<file path="src/rtl/vidScanPkg.sv">
package vidScanPkg;

  // Strobes passed from the timing control to the address/pixel datapath.
  typedef struct packed {
    logic loadPix;     // capture pixData, advance the column count
    logic sndFetch;    // sound/disk word fetch slot begins
    logic rowCarry;    // end of the second-to-last retrace slot: row carry
    logic frameStart;  // rowCarry on the last line: frame boundary
  } scanStrobeT;

endpackage

</file>
<file path="src/rtl/scanCtrl.sv">
module scanCtrl
  import vidScanPkg::*;
#(
  parameter int WORD_BITS     = 16,
  parameter int ACTIVE_SLOTS  = 32,
  parameter int RETRACE_SLOTS = 12,
  parameter int VIS_LINES     = 342,
  parameter int TOTAL_LINES   = 370,
  parameter int VSYNC_START   = 342,
  parameter int VSYNC_LINES   = 4,
  parameter bit LONG_FETCH    = 1'b0
) (
  input  logic       clk,
  input  logic       rstN,
  output scanStrobeT st,
  output logic       hsyncN,
  output logic       vsyncN
);

  localparam int SLOTS_LINE = ACTIVE_SLOTS + RETRACE_SLOTS;
  localparam int PIX_W      = $clog2(WORD_BITS);
  localparam int SLOT_W     = $clog2(SLOTS_LINE);
  localparam int LINE_W     = $clog2(TOTAL_LINES);

  logic [PIX_W-1:0]  pixCnt;
  logic [SLOT_W-1:0] slotCnt;
  logic [LINE_W-1:0] lineCnt;

  logic              slotLast, lineLast, frameLast;
  logic [SLOT_W-1:0] upSlot;     // slot that follows the current one
  logic [LINE_W-1:0] upLine;     // line of that following slot
  logic [PIX_W-1:0]  nxtPix;
  logic [SLOT_W-1:0] nxtSlot;
  logic [LINE_W-1:0] nxtLine;
  logic              fetchPhase;

  function automatic logic inVsync(input logic [LINE_W-1:0] ln);
    return (int'(ln) >= VSYNC_START) && (int'(ln) < VSYNC_START + VSYNC_LINES);
  endfunction

  always_comb begin
    slotLast  = (pixCnt == PIX_W'(WORD_BITS - 1));
    lineLast  = (slotCnt == SLOT_W'(SLOTS_LINE - 1));
    frameLast = (lineCnt == LINE_W'(TOTAL_LINES - 1));
    upSlot    = lineLast ? '0 : slotCnt + 1'b1;
    upLine    = lineLast ? (frameLast ? '0 : lineCnt + 1'b1) : lineCnt;
    nxtPix    = slotLast ? '0 : pixCnt + 1'b1;
    nxtSlot   = slotLast ? upSlot : slotCnt;
    nxtLine   = slotLast ? upLine : lineCnt;
  end

  // Word fetches every slot, longword fetches every even slot.
  generate
    if (LONG_FETCH) begin : g_longFetch
      assign fetchPhase = ~upSlot[0];
    end else begin : g_wordFetch
      assign fetchPhase = 1'b1;
    end
  endgenerate

  always_comb begin
    st.loadPix    = slotLast && fetchPhase &&
                    (int'(upSlot) < ACTIVE_SLOTS) && (int'(upLine) < VIS_LINES);
    st.sndFetch   = lineLast && (pixCnt == '0);
    st.rowCarry   = slotLast && (slotCnt == SLOT_W'(SLOTS_LINE - 2));
    st.frameStart = st.rowCarry && frameLast;
  end

  always_ff @(posedge clk or negedge rstN) begin
    if (!rstN) begin
      pixCnt  <= '0;
      slotCnt <= SLOT_W'(SLOTS_LINE - 2);
      lineCnt <= LINE_W'(TOTAL_LINES - 1);
      hsyncN  <= 1'b0;
      vsyncN  <= 1'b1;
    end else begin
      pixCnt  <= nxtPix;
      slotCnt <= nxtSlot;
      lineCnt <= nxtLine;
      hsyncN  <= !(int'(nxtSlot) >= ACTIVE_SLOTS);
      vsyncN  <= !inVsync(nxtLine);
    end
  end

  // the sound word is fetched inside horizontal retrace
  p_snd_in_retrace_r5: assert property (@(posedge clk) disable iff (!rstN)
    st.sndFetch |-> !hsyncN);

  // a load is always followed by an active (non-retrace) clock
  p_load_before_active_r4: assert property (@(posedge clk) disable iff (!rstN)
    st.loadPix |=> hsyncN);

  // vertical sync moves only together with the start of a line
  p_vsync_line_edge_r3: assert property (@(posedge clk) disable iff (!rstN)
    !$stable(vsyncN) |-> $rose(hsyncN));

  // video and sound fetches never share a clock
  p_fetch_exclusive_r5: assert property (@(posedge clk) disable iff (!rstN)
    !(st.loadPix && st.sndFetch));

endmodule

</file>
<file path="src/rtl/scanData.sv">
module scanData
  import vidScanPkg::*;
#(
  parameter int WORD_BITS    = 16,
  parameter int ADDR_W       = 24,
  parameter int ACTIVE_SLOTS = 32,
  parameter int TOTAL_LINES  = 370,
  parameter bit LONG_FETCH   = 1'b0,
  localparam int SR_W        = LONG_FETCH ? 2 * WORD_BITS : WORD_BITS
) (
  input  logic              clk,
  input  logic              rstN,
  input  scanStrobeT        st,
  input  logic              vidPageSel,
  input  logic              sndPageSel,
  input  logic [ADDR_W-1:0] vidMainBase,
  input  logic [ADDR_W-1:0] vidAltBase,
  input  logic [ADDR_W-1:0] sndMainBase,
  input  logic [ADDR_W-1:0] sndAltBase,
  input  logic [SR_W-1:0]   pixData,
  output logic              pixOut,
  output logic [ADDR_W-1:0] vidAddr,
  output logic [ADDR_W-1:0] sndAddr
);

  localparam int COL_W    = $clog2(ACTIVE_SLOTS);
  localparam int ROW_W    = $clog2(TOTAL_LINES);
  localparam int SND_W    = $clog2(TOTAL_LINES + 1);
  localparam int COL_STEP = LONG_FETCH ? 2 : 1;
  localparam int VOFF_W   = ROW_W + COL_W + 1;
  localparam int SOFF_W   = SND_W + 1;

  logic [ADDR_W-1:0] vidBase, sndBase;
  logic [ROW_W-1:0]  rowCnt;
  logic [COL_W-1:0]  colCnt;
  logic [SND_W-1:0]  sndIdx;
  logic [SR_W-1:0]   shiftReg;
  logic [VOFF_W-1:0] vidOff;
  logic [SOFF_W-1:0] sndOff;

  // Base selection and row count: latched/cleared at the frame boundary,
  // row carry only at the end of retrace.
  always_ff @(posedge clk or negedge rstN) begin
    if (!rstN) begin
      vidBase <= '0;
      sndBase <= '0;
      rowCnt  <= '0;
    end else if (st.frameStart) begin
      vidBase <= vidPageSel ? vidAltBase : vidMainBase;
      sndBase <= sndPageSel ? sndAltBase : sndMainBase;
      rowCnt  <= '0;
    end else if (st.rowCarry) begin
      rowCnt  <= rowCnt + 1'b1;
    end
  end

  // Column count wraps on its own width: no carry into the row.
  always_ff @(posedge clk or negedge rstN) begin
    if (!rstN)           colCnt <= '0;
    else if (st.loadPix) colCnt <= colCnt + COL_W'(COL_STEP);
  end

  always_ff @(posedge clk or negedge rstN) begin
    if (!rstN)             sndIdx <= '0;
    else if (st.frameStart) sndIdx <= '0;
    else if (st.sndFetch)   sndIdx <= sndIdx + 1'b1;
  end

  // Pixel shifter: MSB out, ones shifted in so idle output is dark.
  always_ff @(posedge clk or negedge rstN) begin
    if (!rstN)           shiftReg <= '1;
    else if (st.loadPix) shiftReg <= pixData;
    else                 shiftReg <= {shiftReg[SR_W-2:0], 1'b1};
  end

  always_comb begin
    vidOff  = {rowCnt, colCnt, 1'b0};
    sndOff  = {sndIdx, 1'b0};
    vidAddr = vidBase + ADDR_W'(vidOff);
    sndAddr = sndBase + ADDR_W'(sndOff);
    pixOut  = shiftReg[SR_W-1];
  end

  // when the row carry arrives, the column count has wrapped to zero
  p_col_wrap_r4: assert property (@(posedge clk) disable iff (!rstN)
    st.rowCarry |-> (colCnt == '0));

  // the sound index restarts only at the frame boundary
  p_snd_restart_r6: assert property (@(posedge clk) disable iff (!rstN)
    st.frameStart |=> (sndIdx == '0));

  // without a load the shifter output turns dark once fed ones
  p_shift_fill_r7: assert property (@(posedge clk) disable iff (!rstN)
    (!st.loadPix && pixOut) |=> pixOut || $past(shiftReg[SR_W-2]) == 1'b0);

endmodule

</file>
<file path="src/rtl/rasterScanTimer.sv">
module rasterScanTimer
  import vidScanPkg::*;
#(
  parameter int WORD_BITS     = 16,
  parameter int ADDR_W        = 24,
  parameter int ACTIVE_SLOTS  = 32,
  parameter int RETRACE_SLOTS = 12,
  parameter int VIS_LINES     = 342,
  parameter int TOTAL_LINES   = 370,
  parameter int VSYNC_START   = 345,
  parameter int VSYNC_LINES   = 4,
  parameter bit LONG_FETCH    = 1'b0
) (
  input  logic                                                  clk,
  input  logic                                                  rstN,
  input  logic                                                  vidPageSel,
  input  logic                                                  sndPageSel,
  input  logic [ADDR_W-1:0]                                     vidMainBase,
  input  logic [ADDR_W-1:0]                                     vidAltBase,
  input  logic [ADDR_W-1:0]                                     sndMainBase,
  input  logic [ADDR_W-1:0]                                     sndAltBase,
  input  logic [(LONG_FETCH ? 2 * WORD_BITS : WORD_BITS)-1:0]   pixData,
  output logic                                                  hsyncN,
  output logic                                                  vsyncN,
  output logic                                                  pixOut,
  output logic                                                  pixLoad,
  output logic [ADDR_W-1:0]                                     vidAddr,
  output logic                                                  sndStb,
  output logic [ADDR_W-1:0]                                     sndAddr
);

  scanStrobeT strobes;

  scanCtrl #(
    .WORD_BITS    (WORD_BITS),
    .ACTIVE_SLOTS (ACTIVE_SLOTS),
    .RETRACE_SLOTS(RETRACE_SLOTS),
    .VIS_LINES    (VIS_LINES),
    .TOTAL_LINES  (TOTAL_LINES),
    .VSYNC_START  (VSYNC_START),
    .VSYNC_LINES  (VSYNC_LINES),
    .LONG_FETCH   (LONG_FETCH)
  ) ctrl_i (
    .clk   (clk),
    .rstN  (rstN),
    .st    (strobes),
    .hsyncN(hsyncN),
    .vsyncN(vsyncN)
  );

  scanData #(
    .WORD_BITS   (WORD_BITS),
    .ADDR_W      (ADDR_W),
    .ACTIVE_SLOTS(ACTIVE_SLOTS),
    .TOTAL_LINES (TOTAL_LINES),
    .LONG_FETCH  (LONG_FETCH)
  ) data_i (
    .clk        (clk),
    .rstN       (rstN),
    .st         (strobes),
    .vidPageSel (vidPageSel),
    .sndPageSel (sndPageSel),
    .vidMainBase(vidMainBase),
    .vidAltBase (vidAltBase),
    .sndMainBase(sndMainBase),
    .sndAltBase (sndAltBase),
    .pixData    (pixData),
    .pixOut     (pixOut),
    .vidAddr    (vidAddr),
    .sndAddr    (sndAddr)
  );

  assign pixLoad = strobes.loadPix;
  assign sndStb  = strobes.sndFetch;

endmodule

</file>
<file path="config.mk">
export PLATFORM = sky130hd
export DESIGN_NAME = rasterScanTimer
export DESIGN_NICKNAME = d
export VERILOG_FILES = /design/src/rtl/vidScanPkg.sv /design/src/rtl/scanCtrl.sv /design/src/rtl/scanData.sv /design/src/rtl/rasterScanTimer.sv
export SDC_FILE = /design/constraint.sdc
export NUM_CORES = 1
export LEC_CHECK = 0
export ABC_CLOCK_PERIOD_IN_PS = 7800
export CAP_MARGIN = 20
export CORE_ASPECT_RATIO = 2
export CORE_UTILIZATION = 35
export CTS_BUF_LIST = sky130_fd_sc_hd__clkbuf_4 sky130_fd_sc_hd__clkbuf_8 sky130_fd_sc_hd__clkbuf_16
export DETAILED_ROUTE_END_ITERATION = 8
export DONT_BUFFER_PORTS = 1
export PLACE_DENSITY = 0.61
export SKIP_CTS_REPAIR_TIMING = 1
export SYNTH_ARGS = -nofsm -noshare
export SYNTH_HDL_FRONTEND = slang
export SYNTH_SLANG_ARGS = --single-unit
</file>
<file path="constraint.sdc">
create_clock -name clk -period 7.8 [get_ports clk]
set_clock_uncertainty 0.15 [all_clocks]
set_input_delay 1.17 -clock clk [delete_from_list [all_inputs] [get_ports clk]]
set_output_delay 1.17 -clock clk [all_outputs]
set_load 0.03 [all_outputs]
</file>
# After elaboration in Yosys (flattened, before gate mapping)
# Cells that the tools add are included.
# op_classes
addsub,8
n_lt_le_gt_ge,5
eq_ne,4
n_mux,13
reduce_logical,11
# op_table
operator,n
two-way mux 9 bit,7
two-way mux 24 bit,2
"adder 9 x 1 -> 9 bit, second input constant",3
adder 24 x 10 -> 24 bit,1
adder 24 x 15 -> 24 bit,1
"less-than comparator 9 bit, second input constant",2
two-way mux 16 bit,1
"== test 6 bit, second input constant",2
two-way mux 6 bit,2
"== test 9 bit, second input constant",1
"greater-or-equal comparator 9 bit, second input constant",1
"adder 6 x 1 -> 6 bit, second input constant",1
"greater-or-equal comparator 6 bit, second input constant",1
logical AND 1 bit,6
"less-than comparator 6 bit, second input constant",1
"adder 5 x 1 -> 5 bit, second input constant",1
"adder 4 x 1 -> 4 bit, second input constant",1
"== test 4 bit, second input constant",1
zero test 4 bit,1
two-way mux 4 bit,1
nonzero test 2 bit,2
zero test 1 bit,2
# totals
register_bits,108
input_bits,116
output_inout_bits,53
word_cells,52

# Longest topological paths before layout
# depth
word_depth,7
depth_mapped,10
mapped_depth_nobuf,9

# Cells and area by module
# Synthesis repeated with hierarchy kept, for this count alone.
# hier_totals
hier_cells,694
area_unflattened_um2,6787.8
# modules_own_cells
mod,instances,cells_each,area_per_inst_um2
scanData,1,527,5238.8
scanCtrl,1,167,1549.0

# Least setup slack after synthesis
# Ideal clock, no wire load.
# synth_timing
path_kind,flip-flop to output port
start,register data_i.sndIdx[0]
end,output port sndAddr[21]
arrival_time_ns,2.608
setup_slack_ns,3.872
path_stages_with_launch,10
path_cell_list,dfrtp_1 -> ha_1 -> fa_1 -> a21o_1 -> a21oi_1 -> o21ai_0 -> a21o_1 -> a21oi_1 -> nor3b_1 -> xor2_1
# synth_between
elab_chain_cells,1
# synth_rtl
element,line_no,source
"start, declared",scanData.sv:36,logic [SND_W-1:0] sndIdx;
"start signal, assigned",scanData.sv:66,else if (st.sndFetch) sndIdx <= sndIdx + 1'b1;
adder 24 x 10 -> 24 bit,scanData.sv:80,sndAddr = sndBase + ADDR_W'(sndOff);
"end, declared",rasterScanTimer.sv:29,output logic [ADDR_W-1:0] sndAddr
# Every way passes these cells.

# Final worst setup path
# layout_timing
start,register data_i.colCnt[0]
end,output port vidAddr[23]
# layout_between
elab_chain_cells,1
# layout_rtl
element,line_no,source
"start, declared",scanData.sv:35,logic [COL_W-1:0] colCnt;
"start signal, assigned",scanData.sv:60,else if (st.loadPix) colCnt <= colCnt + COL_W'(COL_STEP);
adder 24 x 15 -> 24 bit,scanData.sv:79,vidAddr = vidBase + ADDR_W'(vidOff);
"end, declared",rasterScanTimer.sv:27,"output logic [ADDR_W-1:0] vidAddr,"
# Every way passes these cells.

==> impl_metrics.csv <==
group,metric,value,unit
drt,number_of_vias_after_detailed_routing,4845,
yosys,synth_mux_area_share,11.42,%
timing,final_hold_violating_endpoints,0,
final_layout,syn_to_final_growth,7.603,%
timing,slew_viol_final,0,
global_route,wire_length_of_the_first_global_routing_pass,24.98,mm
floorplanning,die_area,19590,µm²
yosys,yosys_warnings,0,
worst_setup_path,critPathLaunch,"data_i.colCnt[0]$_DFFE_PN0N_",
drt,drt_first_pass_iters,4,
worst_hold_path,holdCritStartpoint,"ctrl_i.pixCnt[0]$_DFF_PN0_",
final_layout,insertedDiodeCount,0,
worst_setup_path,critPathArrivalTime,3.45,ns
timing,layout_min_cycle_time,4.766,ns
floorplanning,design.core.area,18740,µm²
yosys,yosysUniqueCellTypes,64,
yosys,synth_area,6649,µm²
global_route,vias_in_the_first_global_route,4842,
final_layout,finish.net_count,812,
timing,setup-tns-final,0,ns
power,static-leakage-power,3.229,nW
timing,final.period_utilization,61.10,%
yosys,arithmetic_cell_share_of_the_synthesized_area_counting_full_adders_half_adders_and_majority_gates,6.624,%
yosys,yosys_register_bits,108,
worst_setup_path,path_delay_family,"compound AO/OA/AOI/OAI gates",
yosys,synth-edff-count,0,
worst_setup_path,cp.required,6.48,ns
final_layout,layout-drive-gt1-share,11.69,%
drt,post_route_ant_nets,0,
timing,slew_headroom,37.02,%
worst_setup_path,critical_path_peak_fanout,5,
power,ir_worst_vdd,0.00008497,V
timing,rsz_0062_raised_after_global_routing,"no",
worst_setup_path,worstPathBufferInverterCount,0,
floorplanning,ios,169,
clock_network,clock-root-buffer,"sky130_fd_sc_hd__clkbuf_16",
floorplanning,rows,71,
yosys,post_synth_and_or_nand_nor_area_fraction,15.96,%
clock_network,cts.reportedPaths.clkPinSlew,0.08,ns
yosys,cell_count_after_synthesis,679,
yosys,postSynthAreaPerCell,9.792,µm²
yosys,synth_flop_cell,"sky130_fd_sc_hd__dfrtp_1",
floorplanning,floorplan.die.height,196.9,µm
worst_setup_path,crit_end_element,"output port",
clock_network,clk_latency,0.36,ns
worst_hold_path,timing.hold.worst.class,"reg -> reg",
yosys,post_synth_xor_area_fraction,8.167,%
worst_setup_path,worstSetupPathType,"reg -> out",
worst_setup_path,worstSetupStartpointType,"register",
clock_network,numCtsBuffers,9,
drt,post-route-drc-count,0,
global_route,grt_antenna_before_repair,0,
flow_run,max_cap_violations,0,
timing,clock.fmax,0.2098,GHz
final_layout,num-fill-cells,1874,
clock_network,tritoncts,"done",
clock_network,cts.htree.levels,3,
status,run_status,"finished, final reports clean",
worst_setup_path,cpMaxStageDelayCell,"sky130_fd_sc_hd__a41oi_1",
yosys,ys_seq_area_share,41.12,%
clock_network,cts_buffer_depth,2,
drt,drt-total-wl,16.04,mm
global_route,grt_max_degree,109,
floorplanning,dieWidth,99.46,µm
global_route,globalRoute.totalOverflow,0,
global_route,grt_use_total,16.65,%
clock_network,cts.sinks,108,
timing,tightestPinTransition,0.9380,ns
worst_setup_path,path_cells,"ha_1 -> fa_1 -> a21o_1 -> a21oi_1 -> or3_1 -> nand3_1 -> a41oi_1 -> nor2_1 -> xor2_1",
yosys,synth-compound-area-share,13.14,%
placed_design,place.gp.congestion,0.7902,
yosys,synth_fp_nets,829,
placed_design,buffer_ports.inserted,0,
yosys,synth_top_family_by_area,"simple AND/OR/NAND/NOR gates",
floorplanning,start_util,35.47,%
placed_design,place_hpwl,12.18,mm
worst_setup_path,timing.critical_path.slowest_cell_delay,0.61,ns
yosys,synth_async_sr_flop_share,100.0,%
timing,hold_slack_final,0.3391,ns
drt,initialDrtViolationCount,183,
timing,final_setup_violation_count,0,
power,power.density,154.7,nW/µm²
drt,viasPerCell,5.255,
drt,route.detailed.wl_per_inst,17.39,µm
layer usage:
layer	vias to the layer above	part of all wire, %	routed length [µm]	GRT usage, %
li1	2360	-	-	-
met1	2340	38	6056	17.43
met2	116	55	8875	31.56
met3	29	3.2	506	2.518
met4	0	3.7	598	8.333
met5	-	0	0	0
layout by cell type (no fill, tap or decap), drive strengths merged, types with 4 or more instances in the layout:
cell | Yosys | final
nand2 | 86 | 86
dfrtp | 83 | 83
o21ai | 79 | 79
mux2i | 53 | 53
xnor2 | 34 | 34
nor2 | 33 | 33
ha | 32 | 32
xor2 | 28 | 28
dfstp | 25 | 25
a21oi | 25 | 25
nand3 | 22 | 22
inv | 18 | 21
mux2 | 18 | 18
and3 | 15 | 15
nor3 | 13 | 13
a21o | 9 | 9
clkbuf | 22 | 9
nand4 | 6 | 6
or3 | 6 | 6
o31ai | 5 | 5
and4 | 4 | 4
o21a | 4 | 4
o21bai | 4 | 4
nand2b | 4 | 4
o22ai | 4 | 4
registers in the layout, summed over array words and instances (netlist names), named ones only:
name	count
ctrl_i.hsyncN	1
ctrl_i.lineCnt	9
ctrl_i.pixCnt	4
ctrl_i.vsyncN	1
data_i.colCnt	5
data_i.rowCnt	9
data_i.shiftReg	16
data_i.sndBase	24
data_i.sndIdx	9
data_i.vidBase	24
synthesized netlist by cell type, drive strengths merged (5+ instances only):
cell type  number  share of area (%)
a21o            9                1.0
a21oi          25                2.0
and3           15                1.5
buf             9                1.3
clkbuf         22                1.2
dfrtp          83                 31
dfstp          25                9.9
ha             32                6.0
inv            18                1.0
mux2           18                3.4
mux2i          53                8.0
nand2          86                4.9
nand3          22                1.7
nand4           6               0.56
nor2           33                2.0
nor3           13               0.98
o21ai          79                5.9
o31ai           5               0.56
or3             6               0.56
xnor2          34                4.5
xor2           28                3.7
logic make-up (layout without fill, tap and decap cells):
family                   count (synthesis)  after routing
XOR/XNOR                                62             62
buffers and inverters                   49             37
flip-flops                             108            108
multiplexers                            71             71
adder cells (fa/ha/maj)                 34             34
AND/OR/NAND/NOR                        209            209
AO/OA/AOI/OAI                          146            146
per-stage QoR:
step	utilization (%)	setup WS [ns]	instances	power (W)	area [µm²]
2_1_floorplan	-	3.872	679	0.0006031	6649
3_3_place_gp	36.35	3.427	905	0.0006040	6813
3_5_place_dp	36.41	3.367	906	0.0006045	6824
4_1_cts	38.17	2.978	922	0.001124	7154
5_1_grt	38.17	2.793	922	0.001144	7154
6_report	38.17	3.034	922	0.001107	7154
final timing paths:
kind | end | slack, ns | cells after the start
worst max register to register | data_i.colCnt[1]$_DFFE_PN0N_ | 4.63 | 8
worst min register to register | ctrl_i.pixCnt[0]$_DFF_PN0_ | 0.34 | 1
worst max-delay path | vidAddr[23] | 3.03 | 9
min in group asynchronous | data_i.vidBase[12]$_DFFE_PN0P_ | 0.37 | 0
max in group asynchronous | asynchronous set/reset pin | 6.84 | 0
worst min-delay path | ctrl_i.pixCnt[0]$_DFF_PN0_ | 0.34 | 1
report_power, final:
group | switching (W) | internal (W) | total (W)
registers | 0.00000169 | 0.000567 | 0.000568
clock network | 0.000227 | 0.000287 | 0.000514
logic | 0.00000864 | 0.0000156 | 0.0000243
total | 0.000237 | 0.000869 | 0.00111
final cells by class:
type	count	area [µm²]	area share, %
clock buffers	9	225.2	3.148
flip-flops and latches	108	2734	38.21
inverters	18	67.56	0.9444
multi-input cells	522	3677	51.40
well taps	255	319.1	4.460
clock inverters	7	105.1	1.469
repair buffers	3	26.28	0.3673
No activity file was read; power rests on OpenSTA's default activity.
